$ cat src/rtl/dmatag_pkg.sv
package dmatag_pkg;
  typedef enum logic [2:0] {
    TAG_REFE = 3'd0,
    TAG_CNT  = 3'd1,
    TAG_NEXT = 3'd2,
    TAG_REF  = 3'd3,
    TAG_REFS = 3'd4,
    TAG_CALL = 3'd5,
    TAG_RET  = 3'd6,
    TAG_END  = 3'd7
  } tag_kind_t;

  localparam int unsigned CTL_W      = 32;
  localparam int unsigned CTL_HALF   = CTL_W / 2;
  localparam int unsigned DEPTH_LSB  = 4;
  localparam int unsigned START_BIT  = 8;
  localparam int unsigned MODE_LSB   = 2;
  localparam logic [1:0]  MODE_CHAIN = 2'b01;
endpackage

$ cat src/rtl/dmatag_ctlmerge.sv
module dmatag_ctlmerge
  import dmatag_pkg::*;
(
  input  logic [CTL_W-1:0] old_ctl,
  input  logic [CTL_W-1:0] wr_data,
  output logic [CTL_W-1:0] new_ctl
);
  logic keep_upper;

  always_comb begin
    keep_upper = (wr_data[MODE_LSB +: 2] == MODE_CHAIN) &&
                 (wr_data[CTL_W-1:CTL_HALF] == '0);
    if (keep_upper) new_ctl = {old_ctl[CTL_W-1:CTL_HALF], wr_data[CTL_HALF-1:0]};
    else            new_ctl = wr_data;
  end
endmodule

$ cat src/rtl/dmatag_step.sv
module dmatag_step
  import dmatag_pkg::*;
#(
  parameter int unsigned ADDR_W = 32,
  parameter int unsigned QWC_W  = 16
) (
  input  tag_kind_t          kind,
  input  logic [ADDR_W-1:0]  addr_fld,
  input  logic [QWC_W-1:0]   qwc,
  input  logic [ADDR_W-1:0]  cur_madr,
  input  logic [ADDR_W-1:0]  cur_tadr,
  input  logic [ADDR_W-1:0]  cur_asr0,
  input  logic [ADDR_W-1:0]  cur_asr1,
  input  logic [1:0]         cur_depth,
  output logic [ADDR_W-1:0]  nxt_madr,
  output logic [ADDR_W-1:0]  nxt_tadr,
  output logic [ADDR_W-1:0]  nxt_asr0,
  output logic [ADDR_W-1:0]  nxt_asr1,
  output logic [1:0]         nxt_depth,
  output logic               ends,
  output logic               ovf
);
  localparam int unsigned       QW_SHIFT = 4;
  localparam logic [ADDR_W-1:0] QW_BYTES = ADDR_W'(1) << QW_SHIFT;

  logic [ADDR_W-1:0] after_tag;
  logic [ADDR_W-1:0] span;
  logic [ADDR_W-1:0] ret_point;

  assign after_tag = cur_tadr + QW_BYTES;
  assign span      = ADDR_W'(qwc) << QW_SHIFT;
  assign ret_point = after_tag + span;

  always_comb begin
    nxt_madr  = cur_madr;
    nxt_tadr  = cur_tadr;
    nxt_asr0  = cur_asr0;
    nxt_asr1  = cur_asr1;
    nxt_depth = cur_depth;
    ends      = 1'b0;
    ovf       = 1'b0;
    unique case (kind)
      TAG_REFE: begin
        nxt_madr = addr_fld;
        ends     = 1'b1;
      end
      TAG_CNT: begin
        nxt_madr = after_tag;
        nxt_tadr = ret_point;
      end
      TAG_NEXT: begin
        nxt_madr = after_tag;
        nxt_tadr = addr_fld;
      end
      TAG_REF, TAG_REFS: begin
        nxt_madr = addr_fld;
        nxt_tadr = after_tag;
      end
      TAG_CALL: begin
        if (cur_depth == 2'b00) begin
          nxt_asr0  = ret_point;
          nxt_depth = 2'b01;
          nxt_madr  = after_tag;
          nxt_tadr  = addr_fld;
        end else if (cur_depth == 2'b01) begin
          nxt_asr1  = ret_point;
          nxt_depth = 2'b10;
          nxt_madr  = after_tag;
          nxt_tadr  = addr_fld;
        end else begin
          ends = 1'b1;
          ovf  = 1'b1;
        end
      end
      TAG_RET: begin
        nxt_madr = after_tag;
        if (cur_depth == 2'b10) begin
          nxt_tadr  = cur_asr1;
          nxt_asr1  = '0;
          nxt_depth = 2'b01;
        end else if (cur_depth == 2'b01) begin
          nxt_tadr  = cur_asr0;
          nxt_asr0  = '0;
          nxt_depth = 2'b00;
        end else begin
          ends = 1'b1;
        end
      end
      TAG_END: begin
        nxt_madr = after_tag;
        ends     = 1'b1;
      end
      default: ends = 1'b1;
    endcase
  end
endmodule

$ cat src/rtl/dmatag_seq.sv
module dmatag_seq
  import dmatag_pkg::*;
#(
  parameter int unsigned ADDR_W = 32,
  parameter int unsigned QWC_W  = 16
) (
  input  logic              clk,
  input  logic              rst_n,
  input  logic              glb_en,
  input  logic              ctl_wr_en,
  input  logic [31:0]       ctl_wr_data,
  input  logic              tadr_ld_en,
  input  logic [ADDR_W-1:0] tadr_ld_data,
  input  logic              tag_valid,
  output logic              tag_ready,
  input  logic [2:0]        tag_id,
  input  logic [ADDR_W-1:0] tag_addr,
  input  logic [QWC_W-1:0]  tag_qwc,
  output logic              res_valid,
  output logic              done,
  output logic              stack_ovf,
  output logic [ADDR_W-1:0] madr_o,
  output logic [ADDR_W-1:0] tadr_o,
  output logic [ADDR_W-1:0] asr0_o,
  output logic [ADDR_W-1:0] asr1_o,
  output logic [1:0]        depth_o,
  output logic [31:0]       ctl_o
);
  logic [CTL_W-1:0]  ctl_q, ctl_merged;
  logic [ADDR_W-1:0] madr_q, tadr_q, asr0_q, asr1_q;
  logic [ADDR_W-1:0] madr_n, tadr_n, asr0_n, asr1_n;
  logic [1:0]        depth_n;
  logic              step_end, step_ovf, accept;
  logic              res_q, done_q, ovf_q;

  assign tag_ready = ctl_q[START_BIT] & glb_en & ~ctl_wr_en & ~tadr_ld_en;
  assign accept    = tag_valid & tag_ready;

  dmatag_ctlmerge u_merge (
    .old_ctl (ctl_q),
    .wr_data (ctl_wr_data),
    .new_ctl (ctl_merged)
  );

  dmatag_step #(.ADDR_W(ADDR_W), .QWC_W(QWC_W)) u_step (
    .kind      (tag_kind_t'(tag_id)),
    .addr_fld  (tag_addr),
    .qwc       (tag_qwc),
    .cur_madr  (madr_q),
    .cur_tadr  (tadr_q),
    .cur_asr0  (asr0_q),
    .cur_asr1  (asr1_q),
    .cur_depth (ctl_q[DEPTH_LSB +: 2]),
    .nxt_madr  (madr_n),
    .nxt_tadr  (tadr_n),
    .nxt_asr0  (asr0_n),
    .nxt_asr1  (asr1_n),
    .nxt_depth (depth_n),
    .ends      (step_end),
    .ovf       (step_ovf)
  );

  always_ff @(posedge clk or negedge rst_n) begin
    if (!rst_n) begin
      ctl_q  <= '0;
      madr_q <= '0;
      tadr_q <= '0;
      asr0_q <= '0;
      asr1_q <= '0;
    end else if (ctl_wr_en) begin
      ctl_q <= ctl_merged;
      if (tadr_ld_en) tadr_q <= tadr_ld_data;
    end else if (tadr_ld_en) begin
      tadr_q <= tadr_ld_data;
    end else if (accept) begin
      madr_q                 <= madr_n;
      tadr_q                 <= tadr_n;
      asr0_q                 <= asr0_n;
      asr1_q                 <= asr1_n;
      ctl_q[DEPTH_LSB +: 2]  <= depth_n;
    end
  end

  always_ff @(posedge clk or negedge rst_n) begin
    if (!rst_n) begin
      res_q  <= 1'b0;
      done_q <= 1'b0;
      ovf_q  <= 1'b0;
    end else begin
      res_q  <= accept;
      done_q <= accept & step_end;
      ovf_q  <= accept & step_ovf;
    end
  end

  assign res_valid = res_q;
  assign done      = done_q;
  assign stack_ovf = ovf_q;
  assign madr_o    = madr_q;
  assign tadr_o    = tadr_q;
  assign asr0_o    = asr0_q;
  assign asr1_o    = asr1_q;
  assign depth_o   = ctl_q[DEPTH_LSB +: 2];
  assign ctl_o     = ctl_q;
endmodule

$ cat config.mk
export PLATFORM = sky130hd
export DESIGN_NAME = dmatag_seq
export DESIGN_NICKNAME = d
export VERILOG_FILES = /design/src/rtl/dmatag_pkg.sv /design/src/rtl/dmatag_ctlmerge.sv /design/src/rtl/dmatag_step.sv /design/src/rtl/dmatag_seq.sv
export SDC_FILE = /design/constraint.sdc
export NUM_CORES = 1
export LEC_CHECK = 0
export BUFFER_PORTS_ARGS = -buffer_cell sky130_fd_sc_hd__buf_4
export CORE_MARGIN = 2
export CORE_UTILIZATION = 48
export CTS_BUF_LIST = sky130_fd_sc_hd__clkbuf_8
export DETAILED_ROUTE_END_ITERATION = 8
export PLACE_DENSITY_LB_ADDON = 0.12
export SLEW_MARGIN = 5
export SYNTH_ARGS = -nofsm -noshare
export SYNTH_HDL_FRONTEND = slang
export SYNTH_SLANG_ARGS = --single-unit
$ cat constraint.sdc
create_clock -name clk -period 4.52 [get_ports clk]
set_input_delay 0.904 -clock clk [delete_from_list [all_inputs] [get_ports clk]]
set_output_delay 0.904 -clock clk [all_outputs]
set_load 0.01 [all_outputs]
==> run_summary.xml <==
<?xml version="1.0" encoding="UTF-8"?>
<metrics>
  <group name="outcome">
    <metric name="outcome" unit="">finished, final reports clean</metric>
  </group>
  <group name="synthesis">
    <metric name="synth_top_flop_cell" unit="">dfrtp_1</metric>
    <metric name="synthCells" unit="">1070</metric>
    <metric name="post_synthesis_mean_instance_area" unit="µm²">8.95</metric>
    <metric name="ys_warn_count" unit="">0</metric>
    <metric name="synthAdderAreaFrac" unit="%">3.34</metric>
    <metric name="yosysTopAreaCellShare" unit="%">42.6</metric>
    <metric name="synth_seq_area_share" unit="%">42.6</metric>
    <metric name="postSynthRegisterBits" unit="">163</metric>
    <metric name="synth_top_family_by_area" unit="">compound AO/OA/AOI/OAI gates</metric>
    <metric name="netlist_top_cells_area" unit="">dfrtp_1 (43%), nand2_1 (8.1%), o21ai_0 (7.5%)</metric>
    <metric name="synth_compound_area_share" unit="%">19.8</metric>
    <metric name="synthSimpleGateAreaFrac" unit="%">17.5</metric>
    <metric name="synth_async_sr_flop_share" unit="%">100</metric>
    <metric name="post-synth-top-area-cell" unit="">dfrtp_1</metric>
    <metric name="post_synth_mux_area_share" unit="%">8.45</metric>
    <metric name="synth_xor_xnor_area_share" unit="%">4.65</metric>
    <metric name="syn-cell-area" unit="µm²">9580</metric>
    <metric name="postSynthNetCount" unit="">1216</metric>
    <metric name="synth_enable_flop_cells" unit="">0</metric>
    <metric name="synth.distinct_cells" unit="">61</metric>
  </group>
  <group name="critical_path">
    <metric name="kind_of_end_point_of_the_critical_path" unit="">flop</metric>
    <metric name="worstSetupPathType" unit="">reg2reg</metric>
    <metric name="required" unit="ps">4870</metric>
    <metric name="worstPathBufferInverterCount" unit="">1</metric>
    <metric name="cp_max_fo" unit="">8</metric>
    <metric name="timing.rr.start" unit="">tadr_o[4]</metric>
    <metric name="setup.reg_to_reg.worst_slack" unit="ps">540</metric>
    <metric name="startpoint_type" unit="">flop</metric>
    <metric name="worstPathCellList" unit="">ha_1 -&gt; xnor2_1 -&gt; inv_1 -&gt; ha_1 -&gt; nor2b_1 -&gt; o31a_1 -&gt; o41a_1 -&gt; a41oi_1 -&gt; o31a_1 -&gt; nor3_1 -&gt; mux2i_1 -&gt; a211o_1</metric>
    <metric name="slowest_stage" unit="">o31a_1</metric>
    <metric name="timing.reg2reg.worst_path_depth" unit="">12</metric>
    <metric name="cp_slowest_stage_delay" unit="ps">510</metric>
    <metric name="cp_top_family" unit="">compound AO/OA/AOI/OAI gates</metric>
    <metric name="critPathArrivalTime" unit="ps">4340</metric>
    <metric name="worstReg2RegEnd" unit="">tadr_o[26]</metric>
  </group>
  <group name="timing">
    <metric name="final_setup_violating_endpoints" unit="">0</metric>
    <metric name="slew_headroom" unit="%">22.8</metric>
    <metric name="period_utilization_post_route" unit="%">88.1</metric>
    <metric name="finClkSkew" unit="ps">17.4</metric>
    <metric name="timing.final.crit_period" unit="ps">3980</metric>
    <metric name="worst_slew_pin_slew" unit="ps">1160</metric>
    <metric name="rsz0062_at_grt" unit="">no</metric>
    <metric name="achievable-frequency" unit="GHz">0.251</metric>
    <metric name="holdWs" unit="ps">468</metric>
    <metric name="finalMaxSlewViolations" unit="">0</metric>
    <metric name="fin_setup_tns" unit="ps">0</metric>
    <metric name="timing_hold_violations_final" unit="">0</metric>
  </group>
  <group name="finish">
    <metric name="layout-area-overhead-vs-synth" unit="%">29.5</metric>
    <metric name="leading_cell_type_in_the_layout_fill_and_taps_excluded" unit="">buf_4</metric>
    <metric name="layout.core_utilization" unit="%">63.5</metric>
    <metric name="drive_above_1_share" unit="%">29.8</metric>
    <metric name="top_library_cells_by_usage_in_the_layout_fill_and_taps_aside" unit="">buf_4 (301), nand2_1 (206), dfrtp_1 (163)</metric>
    <metric name="insertedDiodeCount" unit="">0</metric>
    <metric name="final_net_count" unit="">1470</metric>
  </group>
  <group name="clocking">
    <metric name="cts.path.max_buffers" unit="">2</metric>
    <metric name="holdBufCountCts" unit="">0</metric>
    <metric name="cts-htree-levels" unit="">4</metric>
    <metric name="cts_root_buf" unit="">clkbuf_8</metric>
    <metric name="post_cts_resized" unit="">0</metric>
    <metric name="clkTransAtPathRegs" unit="ps">110</metric>
    <metric name="numClockSinks" unit="">163</metric>
    <metric name="tritoncts" unit="">done</metric>
    <metric name="cts_setup_buffers" unit="">0</metric>
    <metric name="cts-buffers-inserted" unit="">17</metric>
    <metric name="clock_latency_on_the_worst_skew_pair" unit="ps">470</metric>
  </group>
  <group name="power_and_ir_drop">
    <metric name="max-vdd-ir-drop" unit="µV">199</metric>
    <metric name="power.static_leakage" unit="nW">5.79</metric>
    <metric name="powerDensity" unit="nW/µm²">359</metric>
    <metric name="total_power" unit="mW">4.45</metric>
  </group>
  <group name="floorplanning">
    <metric name="io-pin-count" unit="">287</metric>
    <metric name="die_area" unit="µm²">21100</metric>
    <metric name="dieHeight" unit="µm">145</metric>
    <metric name="fp-row-count" unit="">51</metric>
    <metric name="core_area" unit="µm²">19500</metric>
    <metric name="die_width" unit="µm">145</metric>
    <metric name="floorplan.initialDensity" unit="%">49.1</metric>
  </group>
  <group name="route">
    <metric name="drt.antenna.violating_nets" unit="">0</metric>
    <metric name="post_drt_via_cell_ratio" unit="">5.87</metric>
    <metric name="vias" unit="">9411</metric>
    <metric name="router_iterations_before_antenna_repair" unit="">6</metric>
    <metric name="number_of_drc_markers_after_the_initial_detailed_route_iteration" unit="">676</metric>
    <metric name="post_drt_wl_per_cell" unit="µm">21.5</metric>
    <metric name="drt-total-wl" unit="µm">34400</metric>
    <metric name="post-route-drc-count" unit="">0</metric>
  </group>
  <group name="place">
    <metric name="dp.final_hpwl" unit="µm">25700</metric>
    <metric name="port-buffer-count" unit="">286</metric>
    <metric name="place_congestion" unit="">0.998</metric>
  </group>
  <group name="global_route">
    <metric name="grt_start_max_net_pins" unit="">88</metric>
    <metric name="global_route_wire_length_before_repair" unit="µm">53300</metric>
    <metric name="grt_pass1_vias" unit="">9219</metric>
    <metric name="global_route.overflow_total" unit="">0</metric>
    <metric name="antenna_found_initial" unit="">0</metric>
    <metric name="groute.usage.overall" unit="%">32.4</metric>
  </group>
  <group name="run">
    <metric name="timing.max_cap.violations" unit="">0</metric>
  </group>
  <group name="min_path">
    <metric name="holdCritPathClass" unit="">in2async</metric>
  </group>
</metrics>
-- power by group --
part	internal (mW)	switching [mW]	total, mW
Clock	0.479	0.651	1.13
Sequential	1.65	0.173	1.82
Combinational	0.657	0.846	1.50
-- worst max-delay path by stage --
stage | start | end | slack (ps) | cells past startpoint
global placement | tadr_o[4] | tadr_o[26] | 750 | 12
finish | tadr_o[4] | tadr_o[26] | 540 | 12
detailed placement | tadr_o[4] | tadr_o[31] | 660 | 12
global route | tadr_o[4] | tadr_o[31] | 120 | 13
floorplan | tadr_o[6] | tadr_o[31] | 1080 | 15
CTS | tadr_o[4] | tadr_o[31] | 630 | 12
-- Yosys cell counts (all sizes together) (4+ instances only) --
cell    instances
a222oi         10
and4            6
nand2         207
xnor2          34
nor4           10
a211oi         10
and3            6
a221oi         10
o22ai           4
o31ai          21
nand3          20
nand4          12
mux2           39
nor3            9
xor2           16
a21o            7
dfrtp         163
clkbuf         54
ha             24
or3             8
buf            15
a31oi          13
or2             5
nor2           53
o31a            4
inv            19
a21oi          32
o211ai         20
mux2i          37
nor2b           6
and2            7
o21ai         146
a221o           7
-- metrics by stage --
stage | std cells | instance area [µm²] | setup WS (ps)
finish | 1602 | 12400 | 538
global route | 1602 | 12400 | 115
CTS | 1602 | 12400 | 628
detailed placement | 1570 | 12000 | 659
global placement | 1570 | 12000 | 746
floorplan | 1070 | 9580 | 1080
-- kinds of logic after synthesis --
group | after synthesis
muxes | 76
adders and majority gates | 25
DFF | 163
and+or+nand+nor | 363
buffers and inverters | 89
AOI/OAI and AO/OA | 304
xor gates and xnor gates | 50
-- layer usage --
metal	track usage, %	routed length (µm)	share of wire [%]	up-vias
met5	0	0	0	-
met4	10.8	879	2.6	0
met3	8.11	3390	9.9	55
met2	47.9	15100	44	470
met1	46.6	15000	44	4519
li1	-	-	-	4367
-- registers in the layout (all words and copies together) (netlist names) --
signal / flops
asr0_o: 32
asr1_o: 32
ctl_o: 32
done: 1
madr_o: 32
res_valid: 1
stack_ovf: 1
tadr_o: 32
-- final cells by class --
class,instances,area (µm²)
inverters,20,75.1
multi-input cells,818,5200
flip-flops and latches,163,4080
clock buffers,18,248
well taps,265,332
repair buffers,304,2310
fillers,1694,7120
clock inverters,14,159
No activity file was read; power rests on OpenSTA's default activity.
